File: config.mk
export PLATFORM = sky130hd
export DESIGN_NAME = ftx_ctrl
export DESIGN_NICKNAME = d
export VERILOG_FILES = /design/src/rtl/ftx_pkg.sv /design/src/rtl/ftx_lenfilt.sv /design/src/rtl/ftx_clkstat.sv /design/src/rtl/ftx_seq.sv /design/src/rtl/ftx_ctrl.sv
export SDC_FILE = /design/constraint.sdc
export NUM_CORES = 1
export LEC_CHECK = 0
export ABC_AREA = 1
export CORE_AREA = 2 2 143 75
export CTS_CLUSTER_SIZE = 8
export DETAILED_ROUTE_END_ITERATION = 10
export DIE_AREA = 0 0 145 77
export DONT_BUFFER_PORTS = 1
export MAX_ROUTING_LAYER = met4
export PLACE_DENSITY = 0.61
export SETUP_SLACK_MARGIN = 0.1
export SYNTH_ARGS = -nofsm -noshare
export SYNTH_HDL_FRONTEND = slang
export SYNTH_SLANG_ARGS = --single-unit
export TNS_END_PERCENT = 1
File: constraint.sdc
create_clock -name clk -period 2.2 [get_ports clk]
set_clock_uncertainty 0.1 [all_clocks]
set_input_delay 0.11 -clock clk [delete_from_list [all_inputs] [get_ports clk]]
set_output_delay 0.11 -clock clk [all_outputs]
set_load 0.05 [all_outputs]
File: src/rtl/ftx_pkg.sv
package ftx_pkg;
  typedef enum logic [2:0] {
    ST_IDLE, ST_CLKW, ST_WNXT, ST_RD, ST_CRCW, ST_DONE
  } ftx_state_t;

  typedef enum logic [1:0] {
    PH_BODY, PH_CRCLO, PH_CLOSE, PH_END
  } ftx_phase_t;
endpackage

File: src/rtl/ftx_lenfilt.sv
module ftx_lenfilt #(
  parameter int DW = 8,
  parameter int AW = 8
) (
  input  logic          clk,
  input  logic          rst,
  input  logic          wr,
  input  logic [DW-1:0] data,
  input  logic          accept,
  input  logic          take,
  output logic          pend,
  output logic [AW-1:0] len
);
  localparam int MAXV = (1 << AW) - 3;

  logic in_range;
  assign in_range = (data != '0) && (int'(data) <= MAXV);

  always_ff @(posedge clk) begin
    if (rst) begin
      pend <= 1'b0;
      len  <= '0;
    end else if (wr && accept && in_range) begin
      pend <= 1'b1;
      len  <= AW'(data);
    end else if (take) begin
      pend <= 1'b0;
    end
  end

  // a held length is always a legal count
  a_r2_pend_range: assert property (@(posedge clk) disable iff (rst)
    pend |-> (len != '0) && (int'(len) <= MAXV));
endmodule

File: src/rtl/ftx_clkstat.sv
module ftx_clkstat (
  input  logic clk,
  input  logic rst,
  input  logic bclk_ok,
  input  logic cpu_wr,
  input  logic done,
  input  logic done_val,
  output logic need,
  output logic val,
  output logic quiet
);
  logic shown_q;
  logic fix_q;

  always_ff @(posedge clk) begin
    if (rst) begin
      shown_q <= 1'b0;
      fix_q   <= 1'b0;
    end else begin
      if (done) shown_q <= done_val;
      if (cpu_wr) fix_q <= 1'b1;
      else if (done) fix_q <= 1'b0;
    end
  end

  always_comb begin
    need  = (bclk_ok != shown_q) || fix_q;
    val   = bclk_ok;
    quiet = (bclk_ok == shown_q);
  end

  // a software rewrite request is never dropped before it is served
  a_r8_fix_kept: assert property (@(posedge clk) disable iff (rst)
    fix_q && !done |=> fix_q);
endmodule

File: src/rtl/ftx_seq.sv
module ftx_seq import ftx_pkg::*; #(
  parameter int          DW   = 8,
  parameter int          AW   = 8,
  parameter logic [DW-1:0] FLAG = 8'h7E
) (
  input  logic            clk,
  input  logic            rst,
  input  logic            bclk_ok,
  input  logic            start_pend,
  input  logic [AW-1:0]   start_len,
  output logic            start_take,
  output logic            tx_idle,
  input  logic            clk_need,
  input  logic            clk_val,
  input  logic            clk_quiet,
  output logic            clk_done,
  output logic            mem_req,
  output logic            mem_rwn,
  output logic [AW-1:0]   mem_addr,
  output logic [DW-1:0]   mem_wdata,
  input  logic            mem_ack,
  input  logic [DW-1:0]   mem_rdata,
  output logic            ser_wr,
  output logic            ser_flag,
  output logic [DW-1:0]   ser_data,
  input  logic            ser_next,
  output logic            crc_clr,
  output logic            crc_en,
  output logic [DW-1:0]   crc_din,
  input  logic            crc_valid,
  input  logic [2*DW-1:0] crc_val,
  output logic            irq
);
  localparam logic [AW-1:0] LEN_ADDR = '1;
  localparam logic [AW-1:0] CLK_ADDR = LEN_ADDR - 1'b1;

  ftx_state_t      state;
  ftx_phase_t      ph;
  logic [AW-1:0]   idx;
  logic [AW-1:0]   len;
  logic [DW-1:0]   crc_lo;
  logic            quiet_q;

  always_comb begin
    start_take = (state == ST_IDLE) && !clk_need && start_pend && bclk_ok;
    tx_idle    = ((state == ST_IDLE) || (state == ST_CLKW)) && !start_take;
    clk_done   = (state == ST_CLKW) && mem_ack;
  end

  always_ff @(posedge clk) begin
    if (rst) begin
      state     <= ST_IDLE;
      ph        <= PH_BODY;
      idx       <= '0;
      len       <= '0;
      crc_lo    <= '0;
      quiet_q   <= 1'b0;
      mem_req   <= 1'b0;
      mem_rwn   <= 1'b1;
      mem_addr  <= '0;
      mem_wdata <= '0;
      ser_wr    <= 1'b0;
      ser_flag  <= 1'b0;
      ser_data  <= '0;
      crc_clr   <= 1'b0;
      crc_en    <= 1'b0;
      crc_din   <= '0;
      irq       <= 1'b0;
    end else begin
      ser_wr  <= 1'b0;
      crc_clr <= 1'b0;
      crc_en  <= 1'b0;
      irq     <= 1'b0;
      unique case (state)
        ST_IDLE: begin
          if (clk_need) begin
            mem_req   <= 1'b1;
            mem_rwn   <= 1'b0;
            mem_addr  <= CLK_ADDR;
            mem_wdata <= {DW{clk_val}};
            quiet_q   <= clk_quiet;
            state     <= ST_CLKW;
          end else if (start_take) begin
            ser_wr   <= 1'b1;
            ser_flag <= 1'b1;
            ser_data <= FLAG;
            crc_clr  <= 1'b1;
            idx      <= '0;
            len      <= start_len;
            ph       <= PH_BODY;
            state    <= ST_WNXT;
          end
        end
        ST_CLKW: begin
          if (mem_ack) begin
            mem_req <= 1'b0;
            irq     <= !quiet_q;
            state   <= ST_IDLE;
          end
        end
        ST_WNXT: begin
          if (!bclk_ok) begin
            state <= ST_IDLE;
          end else if (ser_next) begin
            unique case (ph)
              PH_BODY: begin
                if (idx == len) begin
                  state <= ST_CRCW;
                end else begin
                  mem_req  <= 1'b1;
                  mem_rwn  <= 1'b1;
                  mem_addr <= idx;
                  state    <= ST_RD;
                end
              end
              PH_CRCLO: begin
                ser_wr   <= 1'b1;
                ser_flag <= 1'b0;
                ser_data <= crc_lo;
                ph       <= PH_CLOSE;
              end
              PH_CLOSE: begin
                ser_wr   <= 1'b1;
                ser_flag <= 1'b1;
                ser_data <= FLAG;
                ph       <= PH_END;
              end
              PH_END: begin
                mem_req   <= 1'b1;
                mem_rwn   <= 1'b0;
                mem_addr  <= LEN_ADDR;
                mem_wdata <= '1;
                state     <= ST_DONE;
              end
              default: state <= ST_IDLE;
            endcase
          end
        end
        ST_RD: begin
          if (!bclk_ok) begin
            mem_req <= 1'b0;
            state   <= ST_IDLE;
          end else if (mem_ack) begin
            mem_req  <= 1'b0;
            ser_wr   <= 1'b1;
            ser_flag <= 1'b0;
            ser_data <= mem_rdata;
            crc_en   <= 1'b1;
            crc_din  <= mem_rdata;
            idx      <= idx + 1'b1;
            state    <= ST_WNXT;
          end
        end
        ST_CRCW: begin
          if (!bclk_ok) begin
            state <= ST_IDLE;
          end else if (crc_valid) begin
            ser_wr   <= 1'b1;
            ser_flag <= 1'b0;
            ser_data <= crc_val[2*DW-1:DW];
            crc_lo   <= crc_val[DW-1:0];
            ph       <= PH_CRCLO;
            state    <= ST_WNXT;
          end
        end
        ST_DONE: begin
          if (mem_ack) begin
            mem_req <= 1'b0;
            irq     <= 1'b1;
            state   <= ST_IDLE;
          end
        end
        default: state <= ST_IDLE;
      endcase
    end
  end

  // an interrupt only follows an acknowledged write
  a_r6_irq_after_write: assert property (@(posedge clk) disable iff (rst)
    irq |-> $past(mem_req && mem_ack && !mem_rwn));
  // request, address and direction held until acknowledge
  a_r4_req_hold: assert property (@(posedge clk) disable iff (rst)
    mem_req && !mem_ack && (bclk_ok || !mem_rwn) |=>
      mem_req && $stable(mem_addr) && $stable(mem_rwn));
  // CRC feed only with a data byte, same value
  a_r5_crc_with_data: assert property (@(posedge clk) disable iff (rst)
    crc_en |-> ser_wr && !ser_flag && (crc_din == ser_data));
  // flag-qualified bytes carry the flag pattern
  a_r1_flag_value: assert property (@(posedge clk) disable iff (rst)
    ser_wr && ser_flag |-> ser_data == FLAG);
  // a write to the length location writes all-ones
  a_r6_done_value: assert property (@(posedge clk) disable iff (rst)
    mem_req && !mem_rwn && (mem_addr == LEN_ADDR) |-> mem_wdata == '1);
  // no byte is presented after the clock is seen absent
  a_r10_no_byte_without_clock: assert property (@(posedge clk) disable iff (rst)
    !bclk_ok |=> !ser_wr);
endmodule

File: src/rtl/ftx_ctrl.sv
module ftx_ctrl #(
  parameter int              DW   = 8,
  parameter int              AW   = 8,
  parameter logic [DW-1:0]   FLAG = 8'h7E
) (
  input  logic            clk,
  input  logic            rst,
  input  logic            len_wr,
  input  logic [DW-1:0]   len_data,
  input  logic            clk_wr,
  input  logic            bclk_ok,
  output logic            mem_req,
  output logic            mem_rwn,
  output logic [AW-1:0]   mem_addr,
  output logic [DW-1:0]   mem_wdata,
  input  logic            mem_ack,
  input  logic [DW-1:0]   mem_rdata,
  output logic            ser_wr,
  output logic            ser_flag,
  output logic [DW-1:0]   ser_data,
  input  logic            ser_next,
  output logic            crc_clr,
  output logic            crc_en,
  output logic [DW-1:0]   crc_din,
  input  logic            crc_valid,
  input  logic [2*DW-1:0] crc_val,
  output logic            irq
);
  logic          pend;
  logic [AW-1:0] plen;
  logic          take;
  logic          accept;
  logic          need;
  logic          cval;
  logic          quiet;
  logic          cdone;

  ftx_lenfilt #(.DW(DW), .AW(AW)) u_len (
    .clk(clk), .rst(rst), .wr(len_wr), .data(len_data),
    .accept(accept), .take(take), .pend(pend), .len(plen)
  );

  ftx_clkstat u_cst (
    .clk(clk), .rst(rst), .bclk_ok(bclk_ok), .cpu_wr(clk_wr),
    .done(cdone), .done_val(mem_wdata[0]),
    .need(need), .val(cval), .quiet(quiet)
  );

  ftx_seq #(.DW(DW), .AW(AW), .FLAG(FLAG)) u_seq (
    .clk(clk), .rst(rst), .bclk_ok(bclk_ok),
    .start_pend(pend), .start_len(plen), .start_take(take), .tx_idle(accept),
    .clk_need(need), .clk_val(cval), .clk_quiet(quiet), .clk_done(cdone),
    .mem_req(mem_req), .mem_rwn(mem_rwn), .mem_addr(mem_addr),
    .mem_wdata(mem_wdata), .mem_ack(mem_ack), .mem_rdata(mem_rdata),
    .ser_wr(ser_wr), .ser_flag(ser_flag), .ser_data(ser_data),
    .ser_next(ser_next),
    .crc_clr(crc_clr), .crc_en(crc_en), .crc_din(crc_din),
    .crc_valid(crc_valid), .crc_val(crc_val), .irq(irq)
  );

  // no activity while reset is held
  a_r11_quiet_in_reset: assert property (@(posedge clk)
    $past(rst) |-> !mem_req && !ser_wr && !irq && !crc_en && !crc_clr);
endmodule

==> results.sh <==
export IMPL_firstDrtPassIters=5
export IMPL_slew_headroom_pct=49.1
export IMPL_synth_fa_ha_area_share_pct=1.43
export IMPL_setup_tns_ns=0
export IMPL_track_usage_pct=18.9
export IMPL_final_nets=555
export IMPL_fin_hold_ws_ns=0.0217
export IMPL_rsz0062_at_grt="yes"
export IMPL_synth_top_flop_cell="dfxtp_1"
export IMPL_diodes=0
export IMPL_worstRegToRegCells=10
export IMPL_drive_gt1_share_pct=11.4
export IMPL_critPathSlowestCell="dfxtp_1"
export IMPL_min_period_ns=1.98
export IMPL_hold_class="primary input to flop"
export IMPL_period_share_pct=90.2
export IMPL_wl_met2_mm=3.55
export IMPL_fmax_ghz=0.504
export IMPL_die_y_um=77
export IMPL_fp_coreArea_um2=9920
export IMPL_clkTransAtPathRegs_ns=0.06
export IMPL_end_kind="flop"
export IMPL_cts_setup_buffers=0
export IMPL_start_util_pct=35.2
export IMPL_drt_iter0_drc=289
export IMPL_finalSetupViolCount=0
export IMPL_yosysTopAreaCellShare_pct=41.8
export IMPL_yosys_warnings=0
export IMPL_cpMostUsedCell="nor2_4"
export IMPL_vias=3175
export IMPL_drv_cap=0
export IMPL_hold_depth=2
export IMPL_netlist_area_um2=3490
export IMPL_rows=26
export IMPL_synth_cell_types=41
export IMPL_io_pins=79
export IMPL_crit_cells=10
export IMPL_regToRegSetupSlack_ns=0.22
export IMPL_p_leak_nw=1.73
export IMPL_routed_wl_mm=9.76
export IMPL_path_cells="inv_2, nand2_2, nor2_4, nand3_4, nor2_2, nor2_4, nand2_4, clkinvlp_4, nand2_1, a21oi_1"
export IMPL_syn_to_final_growth_pct=21.5
export IMPL_async_flop_share_pct=0
export IMPL_hold_viol_final=0
export IMPL_fin_area_um2=4240
export IMPL_postRouteAntennaNets=0
export IMPL_gp_congestion=0.913
export IMPL_irDropWorstVdd_mv=0.578
export IMPL_drc=0
export IMPL_synth_largest_area_cell="dfxtp_1"
export IMPL_placed_area_um2=3590
export IMPL_synth_xor_area_share_pct=1.22
export IMPL_routed_top_layer="met4"
export IMPL_hpwl_mm=7.29
export IMPL_clock_latency_ns=0.34
export IMPL_synthCells=486
export IMPL_cts_tree="built"
export IMPL_synth_area_top_cells="dfxtp_1 (42%), nand2_1 (13%), a21oi_1 (7.5%), inv_1 (5.9%), o21ai_0 (4.9%)"
export IMPL_port_buffers=0
export IMPL_numCtsBuffers=9
export IMPL_worstSetupPathType="flop to flop"
export IMPL_cpPeakStageDelay_ns=0.52
export IMPL_avgSynthCellArea_um2=7.19
export IMPL_worstPathRequired_ns=2.36
export IMPL_grt_first_pass_wirelength_mm=16.0
export IMPL_grt_max_degree=30
export IMPL_wl_per_cell_um=14.9
export IMPL_finalPower_w=0.00507
export IMPL_clock_sinks=73
export IMPL_post_synth_top_count_cell="nand2_1"
export IMPL_cts_buffer_depth=2
export IMPL_synth_common_cells="nand2_1 (122), dfxtp_1 (73), inv_1 (55)"
export IMPL_worstPathMaxFanout=13
export IMPL_start_kind="flop"
export IMPL_die_w_um=145
export IMPL_status="finished, final reports clean"
export IMPL_antenna_found_initial=1
export IMPL_wl_met3_um=901
export IMPL_dieArea_um2=11200
export IMPL_synth_nets=530
export IMPL_critPathBufInv=2
export IMPL_ys_ff_latch=73
export IMPL_yosys_area_share_simple_pct=27.4
export IMPL_seq_area_frac_synth_pct=41.8
export IMPL_maxSlewViolCount=0
export IMPL_synth_edf_count=0
export IMPL_power_density_nw_per_um2=1190
export IMPL_htreeDepth=3
export IMPL_cp_top_family="simple AND/OR/NAND/NOR gates"
export IMPL_synth_compound_area_share_pct=17.3
export IMPL_n_fill_cell=1021
export IMPL_vias_per_cell=4.84
export IMPL_drt_met1_wl_mm=5.21
export IMPL_worstPathArrival_ns=2.15
export IMPL_muxShareOfSynthArea_pct=0
export IMPL_place_ws_ns=0.182
export IMPL_grt_ovfl_total=0
export IMPL_tightestPinTransition_ns=0.763
export IMPL_root_buffer="clkbuf_16"
export IMPL_grt_pass1_vias=2976
export IMPL_fin_ws_ns=0.216
export IMPL_synth_top_family_by_area="simple AND/OR/NAND/NOR gates"
power by group:
part           leakage (nW)  internal (W)  switching, W
Combinational         0.980      0.000409      0.000921
Sequential            0.596       0.00153      0.000580
Clock                 0.155       0.00106      0.000574
Total                  1.73       0.00299       0.00207
area by class of cell:
class	count	area (um2)	area share, %
Clock buffer	12	256	6.05
Clock inverter	4	75.1	1.77
Inverter	64	244	5.75
Multi-Input combinational cell	327	1660	39.0
Sequential cell	73	1470	34.6
Tap cell	140	175	4.13
Timing Repair Buffer	36	370	8.73
placed cells by master, fill, tap and decap left out, types with 3 or more instances in the layout:
cell and n:
nand2_1 122, o21ai_2 5, buf_4 4, nand4_1 3, ha_1 4, o21ai_0 34
clkbuf_16 9, a21oi_1 52, nand2_2 3, inv_1 55, nor2_2 3, o22ai_1 5
xnor2_1 3, nand2_4 3, nor2_1 38, nand3_1 20, inv_2 8, dlygate4sd3_1 30
nor2_4 4, dfxtp_1 71, and3_1 3, clkinvlp_4 3
worst paths after layout:
path                               start                             end
min                              bclk_ok     u_seq.state[0]$_SDFFE_PP0P_
max reg2reg  u_seq.state[2]$_SDFFE_PP0P_  u_seq.ser_data[2]$_SDFFE_PP0P_
max          u_seq.state[2]$_SDFFE_PP0P_  u_seq.ser_data[2]$_SDFFE_PP0P_
min reg2reg   u_seq.quiet_q$_SDFFE_PP0P_            u_seq.irq$_SDFF_PP0_
registers in the layout (all words and copies together) (netlist names), 2 cells and up:
name            cells
u_seq.ser_data      8
u_seq.crc_lo        8
u_seq.state         3
u_seq.crc_din       8
u_seq.ph            2
u_len.len           8
u_seq.idx           8
u_seq.mem_addr      8
u_seq.len           8
per-layer routing:
metal | vias up | global-route usage, %
li1 | 1616 | -
met1 | 1440 | 28.0
met2 | 107 | 23.6
met3 | 12 | 6.31
met4 | 0 | 5.25
met5 | - | -
per-stage QoR:
step                cells  utilization [%]
detailed placement    609             36.1
CTS                   656             42.7
global placement      609             36.1
global route          656             42.8
finish                656             42.8
floorplan             486                -
timing repair:
action / 4_1_cts / 5_1_grt
hold endpoints to repair: 47 / 0
setup endpoints to repair: 0 / 19
gates resized for setup: 0 / 2
hold buffers: 31 / 0
cells by family after synthesis:
family          count (synthesis)
compound gates                109
xor+xnor                        4
fa+ha+maj                       4
buf+inv                        86
flops                          73
simple gates                  210
worst register-to-register path: stages (launching register included):
cell and delay (ns):
dfxtp_1 0.52, inv_2 0.13, nand2_2 0.12, nor2_4 0.06, nand3_4 0.12, nor2_2 0.06, nor2_4 0.23, nand2_4 0.19
clkinvlp_4 0.18, nand2_1 0.06, a21oi_1 0.16
(Power assumes the default switching activity.)
